**src/rtl/rxu_pkg.sv**
```systemverilog
package rxu_pkg;

    localparam int CHAR_W   = 8;
    localparam int LEN_W    = 2;
    localparam int MIN_BITS = 5;

    typedef enum logic [2:0] {
        S_IDLE,
        S_START,
        S_DATA,
        S_PAR,
        S_STOP,
        S_BRK,
        S_FDLY
    } rx_state_e;

    typedef struct packed {
        logic [CHAR_W-1:0] data;
        logic              perr;
        logic              ferr;
        logic              ovr;
    } rx_char_t;

    function automatic logic [3:0] char_bits(input logic [LEN_W-1:0] code);
        return 4'(code) + 4'(MIN_BITS);
    endfunction

    function automatic logic parity_bad(input logic [CHAR_W-1:0] d,
                                        input logic pbit,
                                        input logic odd);
        return (^d) ^ pbit ^ odd;
    endfunction

endpackage

```
**src/rtl/rxu_sync.sv**
```systemverilog
module rxu_sync #(
    parameter int STAGES = 2
) (
    input  logic clk,
    input  logic rst,
    input  logic din,
    output logic dout
);
    logic [STAGES-1:0] chain;

    always_ff @(posedge clk) begin
        if (rst) chain <= '1;
        else     chain <= {chain[STAGES-2:0], din};
    end

    assign dout = chain[STAGES-1];

endmodule

```
**src/rtl/rxu_core.sv**
```systemverilog
module rxu_core
    import rxu_pkg::*;
#(
    parameter int OSR = 16
) (
    input  logic             clk,
    input  logic             rst,
    input  logic             tick,
    input  logic             rxs,
    input  logic [LEN_W-1:0] cfg_len,
    input  logic             cfg_par_en,
    input  logic             cfg_par_odd,
    output logic             push,
    output rx_char_t         pchar,
    output logic             brk_start,
    output logic             brk_end
);
    localparam int CW   = $clog2(OSR);
    localparam int HALF = OSR / 2;
    localparam int IW   = $clog2(CHAR_W);

    rx_state_e         state;
    logic [CW-1:0]     cnt;
    logic [IW-1:0]     bidx;
    logic [CHAR_W-1:0] shreg;
    logic              pbit;
    logic [3:0]        nbits;
    logic              bit_pt;
    logic              half_pt;
    logic              all_low;

    always_comb begin
        nbits   = char_bits(cfg_len);
        bit_pt  = tick && (cnt == CW'(OSR - 1));
        half_pt = tick && (cnt == CW'(HALF - 1));
        all_low = (shreg == '0) && !(cfg_par_en && pbit) && !rxs;
        push    = (state == S_STOP) && bit_pt && !all_low;
        pchar.data = shreg;
        pchar.perr = cfg_par_en && parity_bad(shreg, pbit, cfg_par_odd);
        pchar.ferr = !rxs;
        pchar.ovr  = 1'b0;
    end

    always_ff @(posedge clk) begin
        if (rst) begin
            state     <= S_IDLE;
            cnt       <= '0;
            bidx      <= '0;
            shreg     <= '0;
            pbit      <= 1'b0;
            brk_start <= 1'b0;
            brk_end   <= 1'b0;
        end else begin
            brk_start <= 1'b0;
            brk_end   <= 1'b0;
            if (tick) begin
                case (state)
                    S_IDLE: begin
                        if (!rxs) begin
                            state <= S_START;
                            cnt   <= '0;
                        end
                    end
                    S_START: begin
                        if (half_pt) begin
                            cnt <= '0;
                            if (!rxs) begin
                                state <= S_DATA;
                                bidx  <= '0;
                                shreg <= '0;
                                pbit  <= 1'b0;
                            end else begin
                                state <= S_IDLE;
                            end
                        end else begin
                            cnt <= cnt + 1'b1;
                        end
                    end
                    S_DATA: begin
                        if (bit_pt) begin
                            cnt         <= '0;
                            shreg[bidx] <= rxs;
                            if (bidx == IW'(nbits - 4'd1))
                                state <= cfg_par_en ? S_PAR : S_STOP;
                            else
                                bidx <= bidx + 1'b1;
                        end else begin
                            cnt <= cnt + 1'b1;
                        end
                    end
                    S_PAR: begin
                        if (bit_pt) begin
                            cnt   <= '0;
                            pbit  <= rxs;
                            state <= S_STOP;
                        end else begin
                            cnt <= cnt + 1'b1;
                        end
                    end
                    S_STOP: begin
                        if (bit_pt) begin
                            cnt <= '0;
                            if (all_low) begin
                                brk_start <= 1'b1;
                                state     <= S_BRK;
                            end else if (!rxs) begin
                                state <= S_FDLY;
                            end else begin
                                state <= S_IDLE;
                            end
                        end else begin
                            cnt <= cnt + 1'b1;
                        end
                    end
                    S_BRK: begin
                        if (rxs) begin
                            brk_end <= 1'b1;
                            state   <= S_IDLE;
                        end
                    end
                    S_FDLY: begin
                        if (half_pt) state <= S_IDLE;
                        else         cnt   <= cnt + 1'b1;
                    end
                    default: state <= S_IDLE;
                endcase
            end
        end
    end

    // a start low that has gone high at the half-bit check leads back to idle
    assert_spike_drop_R2: assert property (@(posedge clk) disable iff (rst)
        (state == S_START && half_pt && rxs) |=> (state == S_IDLE && !push));

    // a framing error always enters the half-bit hold-off
    assert_ferr_delay_R5: assert property (@(posedge clk) disable iff (rst)
        (push && pchar.ferr) |=> (state == S_FDLY));

    // nothing is delivered while a break lasts
    assert_brk_silent_R7: assert property (@(posedge clk) disable iff (rst)
        (state == S_BRK) |-> !push);

    // start and end pulses never coincide, and each lasts one cycle
    assert_brk_pulse_R7: assert property (@(posedge clk) disable iff (rst)
        brk_start |-> (!brk_end ##1 !brk_start));

endmodule

```
**src/rtl/rxu_outbuf.sv**
```systemverilog
module rxu_outbuf
    import rxu_pkg::*;
(
    input  logic     clk,
    input  logic     rst,
    input  logic     push,
    input  rx_char_t in_char,
    input  logic     ready,
    output logic     valid,
    output rx_char_t held
);
    always_ff @(posedge clk) begin
        if (rst) begin
            valid <= 1'b0;
            held  <= '0;
        end else if (push) begin
            valid    <= 1'b1;
            held     <= in_char;
            held.ovr <= valid && !ready;
        end else if (valid && ready) begin
            valid <= 1'b0;
        end
    end

    // an unaccepted character is held unchanged
    assert_hold_R8: assert property (@(posedge clk) disable iff (rst)
        (valid && !ready && !push) |=> (valid && $stable(held)));

    // overwrite of an unaccepted character is flagged
    assert_overrun_R6: assert property (@(posedge clk) disable iff (rst)
        (push && valid && !ready) |=> (valid && held.ovr));

    // a clean arrival carries no overrun flag
    assert_no_overrun_R6: assert property (@(posedge clk) disable iff (rst)
        (push && !(valid && !ready)) |=> !held.ovr);

endmodule

```
**src/rtl/rxu_top.sv**
```systemverilog
module rxu_top
    import rxu_pkg::*;
#(
    parameter int OSR         = 16,
    parameter int SYNC_STAGES = 2
) (
    input  logic              clk,
    input  logic              rst,
    input  logic              tick,
    input  logic              rx_in,
    input  logic [LEN_W-1:0]  cfg_len,
    input  logic              cfg_par_en,
    input  logic              cfg_par_odd,
    input  logic              out_ready,
    output logic              out_valid,
    output logic [CHAR_W-1:0] out_data,
    output logic              out_perr,
    output logic              out_ferr,
    output logic              out_ovr,
    output logic              brk_start,
    output logic              brk_end
);
    logic     rxs;
    logic     push;
    rx_char_t pchar;
    rx_char_t held;

    rxu_sync #(.STAGES(SYNC_STAGES)) u_sync (
        .clk  (clk),
        .rst  (rst),
        .din  (rx_in),
        .dout (rxs)
    );

    rxu_core #(.OSR(OSR)) u_core (
        .clk         (clk),
        .rst         (rst),
        .tick        (tick),
        .rxs         (rxs),
        .cfg_len     (cfg_len),
        .cfg_par_en  (cfg_par_en),
        .cfg_par_odd (cfg_par_odd),
        .push        (push),
        .pchar       (pchar),
        .brk_start   (brk_start),
        .brk_end     (brk_end)
    );

    rxu_outbuf u_obuf (
        .clk     (clk),
        .rst     (rst),
        .push    (push),
        .in_char (pchar),
        .ready   (out_ready),
        .valid   (out_valid),
        .held    (held)
    );

    assign out_data = held.data;
    assign out_perr = held.perr;
    assign out_ferr = held.ferr;
    assign out_ovr  = held.ovr;

    // outputs are quiet on the cycle after reset
    assert_reset_quiet_R1: assert property (@(posedge clk)
        $past(rst) |-> (!out_valid && !brk_start && !brk_end));

endmodule

```
**config.mk**
```make
export PLATFORM = sky130hd
export DESIGN_NAME = rxu_top
export DESIGN_NICKNAME = d
export VERILOG_FILES = /design/src/rtl/rxu_pkg.sv /design/src/rtl/rxu_sync.sv /design/src/rtl/rxu_core.sv /design/src/rtl/rxu_outbuf.sv /design/src/rtl/rxu_top.sv
export SDC_FILE = /design/constraint.sdc
export NUM_CORES = 1
export LEC_CHECK = 0
export BUFFER_PORTS_ARGS = -buffer_cell sky130_fd_sc_hd__buf_2
export CAP_MARGIN = 5
export CORE_AREA = 2 2 78 80
export CTS_CLUSTER_DIAMETER = 40
export DETAILED_ROUTE_END_ITERATION = 8
export DIE_AREA = 0 0 80 82
export GPL_TIMING_DRIVEN = 0
export PLACE_DENSITY = 0.51
export SLEW_MARGIN = 20
export SYNTH_ARGS = -nofsm -noshare
export SYNTH_HDL_FRONTEND = slang
export SYNTH_SLANG_ARGS = --single-unit
```
**constraint.sdc**
```tcl
create_clock -name clk -period 2 [get_ports clk]
set_clock_uncertainty 0.1 [all_clocks]
set_input_delay 0.3 -clock clk [delete_from_list [all_inputs] [get_ports clk]]
set_output_delay 0.3 -clock clk [all_outputs]
set_load 0.05 [all_outputs]
```
# Word-level counts from Yosys, hierarchy flattened
# Cells that the tools add are included.
[totals]
wordCells = 113
output_inout_bits = 14
ff_bits = 35
inputBits = 9
[op_classes]
reduce_logical = 30
addsub = 4
bitwise_logic = 6
eq_ne = 20
n_mux = 38
n_lt_le_gt_ge = 2
[op_table]
columns = ["op", "n"]
rows = [
  ["3-bit two-way mux", 15],
  ["8-bit two-way mux", 3],
  ["3-bit one-hot mux with 7 select lines", 1],
  ["4-bit two-way mux", 4],
  ["4-bit one-hot mux with 4 select lines", 1],
  ["8-bit one-hot mux with 2 select lines", 1],
  ["2-bit by 1-bit inequality test with 1-bit output (second input constant)", 6],
  ["1-bit logical AND", 11],
  ["2-bit inequality test (second input constant)", 5],
  ["5-bit AND reduction", 2],
  ["3-bit equality test (second input constant)", 3],
  ["9-bit AND reduction", 1],
  ["8-bit bitwise mux", 1],
  ["8-bit zero test", 1],
  ["1-bit two-way mux", 8],
  ["8-bit parity", 1],
  ["3-bit by 2-bit equality test with 1-bit output (second input constant)", 2],
  ["3-bit one-hot mux with 2 select lines", 1],
  ["6-bit AND reduction", 1],
  ["2-bit nonzero test", 3],
  ["3-bit OR reduction", 2],
  ["4-bit by 1-bit adder with 4-bit output (second input constant)", 1],
  ["4-bit by 3-bit equality test with 1-bit output (second input constant)", 1],
  ["4-bit equality test (second input constant)", 1],
  ["17 further kinds", 24],
]

# Logic depth before layout (Yosys ltp)
# Gate-level depths: netlist of run 1.
[depth]
ltp_word = 7
ltp_mapped = 8

# Modules after synthesis
# A second synthesis of run 1 with hierarchy kept.
[unflattened]
cells_unflattened = 238
hier_area_um2 = 2008.2
[by_module_without_submodules]
columns = ["mod", "seq_area_each_um2", "cells_per_inst", "instances", "area_per_inst_um2"]
rows = [
  ["rxu_core", 420.4, 195, 1, 1530.2],
  ["rxu_outbuf", 240.2, 39, 1, 425.4],
  ["rxu_sync", 40.0, 4, 1, 52.6],
]

# Worst setup path before layout of run 1
# Ideal clock, no wire load.
[synth_timing]
kind = "register to register"
start = "register u_sync.chain[1]"
end = "register u_core.bidx[1]"
path_stages_with_launch = 7
t_required_ns = 1.772
t_arrival_ns = 1.567
setup_slack_ns = 0.205
cell_sequence = "dfxtp_1 > buf_2 > or4b_4 > a211oi_4 > o31ai_1 > a22oi_1 > nor2_1"
[synth_via]
elab_chain_cells = 2
[synth_lines]
columns = ["item", "line_no", "rtl"]
rows = [
  ["start: declaration", "rxu_sync.sv:9", "logic [STAGES-1:0] chain;"],
  ["start signal: assignment", "rxu_sync.sv:13", "else chain <= {chain[STAGES-2:0], din};"],
  ["2-bit inequality test (no line)", "-", ""],
  ["6-bit AND reduction (no line)", "-", ""],
  ["end signal: assignment", "rxu_core.sv:86", "bidx <= bidx + 1'b1;"],
  ["end: declaration", "rxu_core.sv:24", "logic [IW-1:0] bidx;"],
]
# Every way passes these cells.
# A chain may end at the register's enable or synchronous reset.

# Worst setup path after layout of run 1
[layout_timing]
start = "register u_sync.chain[1]"
end = "register u_core.shreg[3]"
[layout_via]
elab_chain_cells = 3
[layout_lines]
columns = ["item", "line_no", "rtl"]
rows = [
  ["8-bit bitwise mux", "rxu_core.sv:82", "shreg[bidx] <= rxs;"],
  ["8-bit two-way mux", "rxu_core.sv:80", "if (bit_pt) begin"],
  ["8-bit one-hot mux with 2 select lines", "rxu_core.sv:57", "case (state)"],
  ["end signal: indexed assignment", "rxu_core.sv:82", ""],
  ["end: declaration", "rxu_core.sv:25", "logic [CHAR_W-1:0] shreg;"],
]
# Several ways; a longest one is shown, not always the timed one. The select of a mux whose other input is x is not followed.

==> flow_summary.yaml, run 1 <==
setup_path:
  cp-start-kind: "flop"
  crit_slowest_cell: "or4b_4"
  crit_family: "compound AO/OA/AOI/OAI gates"
  crit_fanout: 7
  cpPeakStageDelay_ns: 0.54
  worstSetupPathType: "flop to flop"
  arrival_ns: 2.03
  path_cells: "buf_6 -> or4b_4 -> a211oi_4 -> buf_4 -> a211oi_1 -> a31o_1"
  crit_required_ns: 2.09
  crit_cells: 6
  cp-end-kind: "flop"
  reg2regPathDepth: 6
  crit_buf_inv: 2
layout:
  multiInputGateArea_um2: 1170
  fin_cells: 348
  syn2layout_area_growth_pct: 22.3
  final_nets: 287
  nFillCells: 608
  n_antenna_cell: 0
  drive_gt1_share_pct: 24.2
  regArea_um2: 704
run:
  cap_violations: 0
pwr:
  p_leak_nw: 0.980
  finalPower_mw: 1.57
  clkPwrFrac_pct: 48.8
  netSwitchingFraction_pct: 21.2
  power.internal_mw: 1.24
  comb_power_share_pct: 6.4
  sequentialPowerShare_pct: 44.8
  p_switching_uw: 334
  powerDensity_nw_per_um2: 651
  ir_worst_vdd_v: 0.000282
floorplan:
  num_rows: 28
  core_area_um2: 5750
  io_pins: 23
  die_area_um2: 6560
  start_util_pct: 34.4
  die_h_um: 82
  die_w_um: 80
synthesis:
  synthCells: 236
  yosys.area.top_type: "dfxtp_1"
  synth_top_area_share_pct: 35.4
  synth_cell_types: 51
  ys.flop_type: "dfxtp_1"
  synth_edf_count: 0
  synth_area_leaders: "dfxtp_1 (35%), a21oi_1 (4.8%), mux2i_1 (4.6%)"
  syn-cell-area_um2: 1980
  seq_area_frac_synth_pct: 35.4
  synthesis.nets: 251
  yosysWarnings: 0
  avgSynthCellArea_um2: 8.38
  async_reset_ff_share_pct: 0
  ys_seq_elements: 35
drt:
  drt_iter0_drc: 138
  routed_via_density: 5.29
  drt.antenna.violating_nets: 0
  wire_per_inst_um: 14.6
  drc: 0
  vias: 1841
  wl_um: 5080
  first_pass_iters: 4
clock_tree:
  cts_tree: "built"
  holdBufCountCts: 0
  clkTransAtPathRegs_ns: 0.07
  cts_root_buf: "clkbuf_8"
  cts_buffers: 5
  clk_latency_ns: 0.29
  clk_path_buf_depth: 2
  cts.sinks: 35
  cts-htree-levels: 2
placed_design:
  dp.cells: 333
  port_buffers: 22
  gp_congestion: 0.865
  dpl.hpwl_um: 3580
timing:
  drv_slew: 0
  post-route-min-period_ns: 1.94
  fmax_ghz: 0.515
  max_slew_margin_pct: 63.9
  setup_viol: 0
  rsz0062_at_grt: "true"
  hold_viol: 0
  min_period_over_period_pct: 97.1
  tightest_slew_ns: 0.541
global_route:
  grt_max_degree: 12
  grt_first_pass_wirelength_um: 8270
  antenna_found_initial: 0
  overflow: 0
  track_usage_pct: 16.4
  first_global_vias: 1650
status:
  status: "completed"
min_path:
  hold_class: "primary input to flop"
  worstHoldPathCells: 2
-- flip-flops by register name (all words and copies together), names as in the netlist --
| name | cells |
|---|---|
| u_obuf.held | 11 |
| u_core.shreg | 8 |
| u_core.state | 3 |
| u_core.brk_end | 1 |
| u_core.brk_start | 1 |
| u_core.bidx | 3 |
| u_core.pbit | 1 |
| u_sync.chain | 2 |
| u_obuf.valid | 1 |
| u_core.cnt | 4 |
-- repair_timing --
action,in CTS,in global routing
gates resized for setup,2,20
gates cloned,0,0
pin swaps,1,6
setup buffers,0,7
endpoints found under the setup margin,6,22
-- synth_stat cells (all sizes together), types with 2 or more instances --
cell type	n
nor3	3
mux2i	9
nand3	5
nand2	20
nor4	2
buf	7
o41ai	2
or4b	2
or2	4
nand2b	6
ha	6
a32o	3
nand4	4
o32ai	4
a22oi	2
a32oi	3
xnor2	6
dfxtp	35
o21ai	11
o31ai	2
nor2b	7
a211o	4
nor2	18
clkbuf	9
a21o	2
o211ai	4
nand3b	2
inv	15
a21oi	19
a211oi	3
-- final cells by class --
type                    count  area share (%)
multi-input cells         170            48.6
flip-flops and latches     35            29.1
repair buffers             29            6.73
well taps                  75            3.88
plain buffers              16            3.83
clock buffers               6            3.00
clock inverters             2            2.48
inverters                  15            2.33
-- stage by stage --
step                setup TNS [ns]  util (%)  cell area [um2]  hold WS [ns]  setup slack [ns]
floorplan                        0         -             1980         0.289             0.205
global placement            -0.101      38.0             2180         0.292           -0.0374
detailed placement         -0.0724      38.0             2180         0.303           -0.0370
CTS                              0      40.3             2320        0.0888          0.000829
global route              -0.00830      42.1             2420        0.0988          -0.00830
finish                           0      42.1             2420        0.0898            0.0584
-- path summary, 6_finish.rpt --
kind                                        end  slack [ns]            start
worst max-delay path            u_core.shreg[3]        0.06  u_sync.chain[1]
worst max register to register  u_core.shreg[3]        0.06  u_sync.chain[1]
worst min register to register  u_sync.chain[1]        0.31  u_sync.chain[0]
worst min-delay path            u_sync.chain[0]        0.09            rx_in
-- worst register-to-register path: cells and delay by family (launching register included) --
| family | cells | cell delay [ns] |
|---|---|---|
| and+or+nand+nor | 1 | 0.54 |
| buffers and inverters | 2 | 0.30 |
| DFF | 1 | 0.32 |
| AOI/OAI and AO/OA | 3 | 0.59 |
-- kinds of logic after synthesis --
group | synth area share (%)
adder cells (fa/ha/maj) | 3.80
multiplexers | 4.56
XOR/XNOR | 3.10
AO/OA/AOI/OAI | 24.9
AND/OR/NAND/NOR | 21.6
flip-flops | 35.4
buffers and inverters | 6.58
-- cells in the final DEF, fill, tap and decap left out, drive strengths merged, types with 2 or more instances in the layout --
master,n
a21o,2
nand2,20
inv,15
a32oi,3
nand3,5
o32ai,4
o21ai,11
nand3b,2
a211oi,3
clkbuf,15
buf,36
mux2i,9
o41ai,2
dfxtp,35
nor3,3
xnor2,6
bufinv,2
or4b,2
ha,6
nand2b,6
nor4,2
nor2,18
nor2b,7
o211ai,4
or2,4
a211o,4
a21oi,19
a32o,3
a22oi,2
o31ai,2
nand4,4
-- power groups by stage --
stage / logic, mW / registers, mW / clock network, mW
after floorplan: 0.0586 / 0.718 / 0
after global routing: 0.110 / 0.705 / 0.815
after detailed placement: 0.0892 / 0.719 / 0
final: 0.101 / 0.704 / 0.768
after CTS: 0.0902 / 0.703 / 0.786
after global placement: 0.0904 / 0.719 / 0
-- metal layers --
| layer | vias to the layer above | GRT usage (%) | share of wire [%] |
|---|---|---|---|
| met3 | 9 | 3.30 | 4.6 |
| met4 | 0 | 5.25 | 1.4 |
| met5 | - | 0 | 0 |
| li1 | 921 | - | - |
| met1 | 860 | 22.1 | 49 |
| met2 | 51 | 26.2 | 45 |
Power figures use the tool's default switching activity.
==> inputs of run 2 (changes only) <==
--- a/config.mk
+++ b/config.mk
@@ -7,12 +7,14 @@
 export LEC_CHECK = 0
 export BUFFER_PORTS_ARGS = -buffer_cell sky130_fd_sc_hd__buf_2
 export CAP_MARGIN = 5
-export CORE_AREA = 2 2 78 80
+export CELL_PAD_IN_SITES_DETAIL_PLACEMENT = 2
+export CELL_PAD_IN_SITES_GLOBAL_PLACEMENT = 2
+export CORE_AREA = 2 2 79 81
 export CTS_CLUSTER_DIAMETER = 40
 export DETAILED_ROUTE_END_ITERATION = 8
-export DIE_AREA = 0 0 80 82
+export DIE_AREA = 0 0 81 83
 export GPL_TIMING_DRIVEN = 0
-export PLACE_DENSITY = 0.51
+export PLACE_DENSITY = 0.76
 export SLEW_MARGIN = 20
 export SYNTH_ARGS = -nofsm -noshare
 export SYNTH_HDL_FRONTEND = slang
==> flow_summary.yaml, run 2 (same netlist as run 1, synthesis figures left out) <==
status:
  status: "completed"
timing:
  rsz0062_at_grt: "true"
  fin_ws_ns: 0.0329
  post-route-min-period_ns: 1.97
  fmax_ghz: 0.508
  min_period_over_period_pct: 98.4
  drv_slew: 0
  max_slew_margin_pct: 59.5
  setup_viol: 0
  tightest_slew_ns: 0.607
  hold_viol: 0
layout:
  reg_top3: "u_obuf.held x11, u_core.shreg x8, u_core.cnt x4"
  layout_commonest_cell: "dfxtp_1"
  final_nets: 286
  multiInputGateArea_um2: 1200
  nFillCells: 683
  final_cell_mix: "dfxtp_1 (32), buf_2 (24), a21oi_1 (19), nand2_1 (18), nor2_1 (16)"
  syn2layout_area_growth_pct: 21.7
  fin_cells: 347
  largest-register: "u_obuf.held"
  drive_gt1_share_pct: 24.6
  n_antenna_cell: 0
  largest_reg_flops: 11
  regArea_um2: 704
  design_area_um2: 2410
drt:
  drt.antenna.violating_nets: 0
  drc: 0
  first_pass_iters: 4
  routed_via_density: 5.53
  wire_per_inst_um: 18.3
  vias: 1920
  wl_um: 6350
  drt_iter0_drc: 103
placed_design:
  dp.cells: 333
  dpl_cell_area_um2: 2180
  dp_slack_ns: -0.117
  dpl.hpwl_um: 4340
  port_buffers: 22
  gp_congestion: 0.807
setup_path:
  cp-start-kind: "flop"
  crit_required_ns: 2.08
  regToRegStartpoint: "u_core.state[0]"
  arrival_ns: 2.05
  crit_slowest_cell: "or4b_4"
  crit_path_frequent_cell: "buf_6"
  crit_fanout: 10
  r2r-end: "u_core.shreg[0]"
  cpPeakStageDelay_ns: 0.50
  cp-end-kind: "flop"
  ff2ff_setup_slack_ns: 0.03
  worstSetupPathType: "flop to flop"
  path_cells: "buf_6 -> or4b_4 -> a211oi_4 -> buf_6 -> nand2_1 -> a32o_1"
  reg2regPathDepth: 6
floorplan:
  die_w_um: 81
  num_rows: 28
  die_h_um: 83
  die_area_um2: 6720
  core_area_um2: 5820
  start_util_pct: 34.0
  io_pins: 23
min_path:
  worstHoldPathCells: 2
  hold_class: "primary input to flop"
  min_from: "rx_in"
  min_to: "u_sync.chain[0]"
clock_tree:
  holdBufCountCts: 0
  cts.sinks: 35
  clk_path_buf_depth: 2
  clk_latency_ns: 0.29
  cts-htree-levels: 2
  cts_tree: "built"
  cts_buffers: 5
  clkTransAtPathRegs_ns: 0.07
  cts_root_buf: "clkbuf_8"
global_route:
  track_usage_pct: 19.0
  antenna_found_initial: 0
  first_global_vias: 1958
  grt_first_pass_wirelength_um: 10100
  overflow: 0
  grt_max_degree: 12
pwr:
  powerDensity_nw_per_um2: 551
  finalPower_mw: 1.33
  ir_worst_vdd_v: 0.000267
  p_leak_nw: 0.949
run:
  cap_violations: 0
==> run 2: layout make-up <==
cell class | count | share of cell area (%)
Clock inverter | 2 | 0.520
Buffer | 16 | 4.11
Timing Repair Buffer | 28 | 7.12
Tap cell | 75 | 3.90
Sequential cell | 35 | 29.3
Clock buffer | 6 | 3.02
Multi-Input combinational cell | 170 | 49.7
Inverter | 15 | 2.34
==> run 2: how the worst max path moves through the flow <==
stage | cells after the start | endpoint | startpoint
2_1_floorplan | 6 | u_core.bidx[1] | u_sync.chain[1]
3_3_place_gp | 5 | u_core.shreg[3] | u_core.cnt[3]
3_5_place_dp | 5 | u_core.shreg[3] | u_core.cnt[3]
4_1_cts | 7 | u_core.cnt[3] | u_core.cnt[0]
5_1_grt | 6 | u_core.shreg[0] | u_core.state[0]
6_report | 6 | u_core.shreg[0] | u_core.state[0]
==> run 2: timing repair <==
action                     4_1_cts  5_1_grt
pin swaps                        1        6
setup buffers                    2        4
gates resized for setup          6       24
setup endpoints to repair       15       23
==> run 2: power by group <==
group / switching (mW) / leakage, nW / total, mW / internal [mW]
combinational: 0.0675 / 0.625 / 0.109 / 0.0413
clock: 0.268 / 0.0412 / 0.512 / 0.244
sequential: 0.00395 / 0.283 / 0.704 / 0.701
==> run 2: worst max-delay path, delay by kind of cell (launching register included) <==
kind / cells / cell delay, ns
AO/OA/AOI/OAI: 2 / 0.58
buffers and inverters: 2 / 0.30
flip-flops: 1 / 0.35
AND/OR/NAND/NOR: 2 / 0.54
==> run 2: through the flow <==
| step | TNS, ns | util, % | hold slack, ns |
|---|---|---|---|
| 3_3_place_gp | -0.510 | 37.5 | 0.292 |
| 6_report | 0 | 41.4 | 0.0959 |
| 5_1_grt | -0.0797 | 41.4 | 0.100 |
| 2_1_floorplan | 0 | - | 0.289 |
| 4_1_cts | 0 | 39.5 | 0.0853 |
| 3_5_place_dp | -0.743 | 37.5 | 0.305 |
==> run 2: per-layer routing <==
layer	wire length, um	vias to the layer above	track usage, %
li1	-	919	-
met1	3110	959	26.0
met2	3020	35	30.7
met3	165	7	3.26
met4	58	0	4.78
met5	0	-	0
==> inputs of run 3 (changes only) <==
--- a/config.mk
+++ b/config.mk
@@ -9,12 +9,12 @@
 export CAP_MARGIN = 5
 export CELL_PAD_IN_SITES_DETAIL_PLACEMENT = 2
 export CELL_PAD_IN_SITES_GLOBAL_PLACEMENT = 2
-export CORE_AREA = 2 2 79 81
+export CORE_AREA = 2 2 78 80
 export CTS_CLUSTER_DIAMETER = 40
 export DETAILED_ROUTE_END_ITERATION = 8
-export DIE_AREA = 0 0 81 83
+export DIE_AREA = 0 0 80 82
 export GPL_TIMING_DRIVEN = 0
-export PLACE_DENSITY = 0.76
+export PLACE_DENSITY = 0.78
 export SLEW_MARGIN = 20
 export SYNTH_ARGS = -nofsm -noshare
 export SYNTH_HDL_FRONTEND = slang
==> constraint.sdc (replaced) <==
create_clock -name clk -period 2.5 [get_ports clk]
set_clock_uncertainty 0.1 [all_clocks]
set_input_delay 0.375 -clock clk [delete_from_list [all_inputs] [get_ports clk]]
set_output_delay 0.375 -clock clk [all_outputs]
set_load 0.05 [all_outputs]
==> flow_summary.yaml, run 3 (same netlist as run 1, synthesis figures left out) <==
setup_path:
  cp-start-kind: "flop"
  crit_fanout: 10
  regToRegStartpoint: "u_core.state[0]"
  worstSetupPathType: "flop to flop"
  cpPeakStageDelay_ns: 0.49
  path_cells: "buf_4 -> nand2b_1 -> nor2_1 -> o21ai_0 -> a211oi_1 -> a31o_1"
  crit_required_ns: 2.64
  arrival_ns: 2.27
  cp-end-kind: "flop"
  crit_family: "compound AO/OA/AOI/OAI gates"
  reg2regPathDepth: 6
  startpoint: "u_core.state[0]"
  crit_buf_inv: 1
  crit_slowest_cell: "nor2_1"
  crit_cells: 6
layout:
  reg_top3: "u_obuf.held x11, u_core.shreg x8, u_core.cnt x4"
  nFillCells: 671
  largest_reg_flops: 11
  drive_gt1_share_pct: 17.3
  layout_commonest_cell: "dfxtp_1"
  n_antenna_cell: 0
  final_nets: 280
  largest-register: "u_obuf.held"
  final_cell_mix: "dfxtp_1 (35), buf_2 (27), nand2_1 (20), a21oi_1 (19), nor2_1 (18)"
  syn2layout_area_growth_pct: 16.0
clock_tree:
  cts_resized: 0
  cts.sinks: 35
  cts_setup_buffers: 0
  cts_buffers: 5
  holdBufCountCts: 0
  cts-htree-levels: 2
  clk_latency_ns: 0.30
  clkTransAtPathRegs_ns: 0.08
  clk_path_buf_depth: 2
  cts_root_buf: "clkbuf_8"
  cts_tree: "built"
placed_design:
  port_buffers: 22
  gp_congestion: 0.822
  dpl.hpwl_um: 4540
timing:
  tightest_slew_ns: 0.596
  setup_tns_ns: 0
  rsz0062_at_grt: "false"
  hold_viol: 0
  hold_slack_ns: 0.166
  post-route-min-period_ns: 2.13
  min_period_over_period_pct: 85.1
  drv_slew: 0
  setup_viol: 0
  fmax_ghz: 0.470
  max_slew_margin_pct: 60.1
floorplan:
  io_pins: 23
  start_util_pct: 34.4
  die_h_um: 82
  core_area_um2: 5750
  die_w_um: 80
  num_rows: 28
  die_area_um2: 6560
global_route:
  overflow: 0
  first_global_vias: 1949
  antenna_found_initial: 0
  track_usage_pct: 20.5
  grt_max_degree: 13
  grt_first_pass_wirelength_um: 10100
min_path:
  worstHoldPathCells: 2
  min_from: "rx_in"
  hold_class: "primary input to flop"
pwr:
  sequentialPowerShare_pct: 48.4
  p_leak_nw: 0.918
  powerDensity_nw_per_um2: 507
  power.internal_uw: 883
  p_switching_uw: 279
  netSwitchingFraction_pct: 24.0
  clkPwrFrac_pct: 45.1
  ir_worst_vdd_v: 0.000186
  comb_power_share_pct: 6.5
drt:
  drt.antenna.violating_nets: 0
  wire_per_inst_um: 18.4
  drt_iter0_drc: 68
  wl_um: 6260
  first_pass_iters: 4
  drc: 0
  routed_via_density: 5.53
  vias: 1885
status:
  status: "completed"
run:
  cap_violations: 0
## run 3: power by group through the flow
stage	Clock [mW]	Sequential (mW)	Combinational, mW
2_1_floorplan	0	0.575	0.0469
3_3_place_gp	0	0.575	0.0734
3_5_place_dp	0	0.575	0.0756
4_1_cts	0.536	0.562	0.0766
5_1_grt	0.559	0.563	0.0830
6_report	0.524	0.562	0.0758
## run 3: worst reg2reg max path, cell delays in order, from the launching register on
cell and delay (ns):
dfxtp_1 0.32, buf_4 0.17, nand2b_1 0.20, nor2_1 0.49, o21ai_0 0.27, a211oi_1 0.37, a31o_1 0.16
## run 3: per-layer routing
layer	wire length (um)	GRT usage [%]	vias to the layer above
li1	-	-	909
met1	2770	25.8	935
met2	3160	35.8	30
met3	229	3.85	11
met4	101	6.27	0
met5	0	0	-
## run 3: area by class of cell
| cell class | count | area, um2 | area share, % |
|---|---|---|---|
| Buffer | 16 | 73.8 | 3.22 |
| Clock buffer | 5 | 68.8 | 3.00 |
| Clock inverter | 3 | 43.8 | 1.91 |
| Inverter | 15 | 56.3 | 2.45 |
| Multi-Input combinational cell | 170 | 1150 | 50.0 |
| Sequential cell | 35 | 701 | 30.6 |
| Tap cell | 75 | 93.8 | 4.09 |
| Timing Repair Buffer | 22 | 110 | 4.80 |
## run 3: worst paths after layout
| check | end | slack [ns] |
|---|---|---|
| max | u_core.shreg[3] | 0.37 |
| min | u_sync.chain[0] | 0.17 |
| max reg2reg | u_core.shreg[3] | 0.37 |
| min reg2reg | u_sync.chain[1] | 0.32 |
## run 3: per-stage QoR
| step | util [%] | cells | cell area (um2) | setup WS [ns] | power [mW] |
|---|---|---|---|---|---|
| 2_1_floorplan | - | 236 | 1980 | 0.705 | 0.621 |
| 3_3_place_gp | 38.0 | 333 | 2180 | 0.390 | 0.649 |
| 3_5_place_dp | 38.0 | 333 | 2180 | 0.375 | 0.651 |
| 4_1_cts | 39.9 | 341 | 2290 | 0.344 | 1.18 |
| 5_1_grt | 39.9 | 341 | 2290 | 0.178 | 1.20 |
| 6_report | 39.9 | 341 | 2290 | 0.372 | 1.16 |
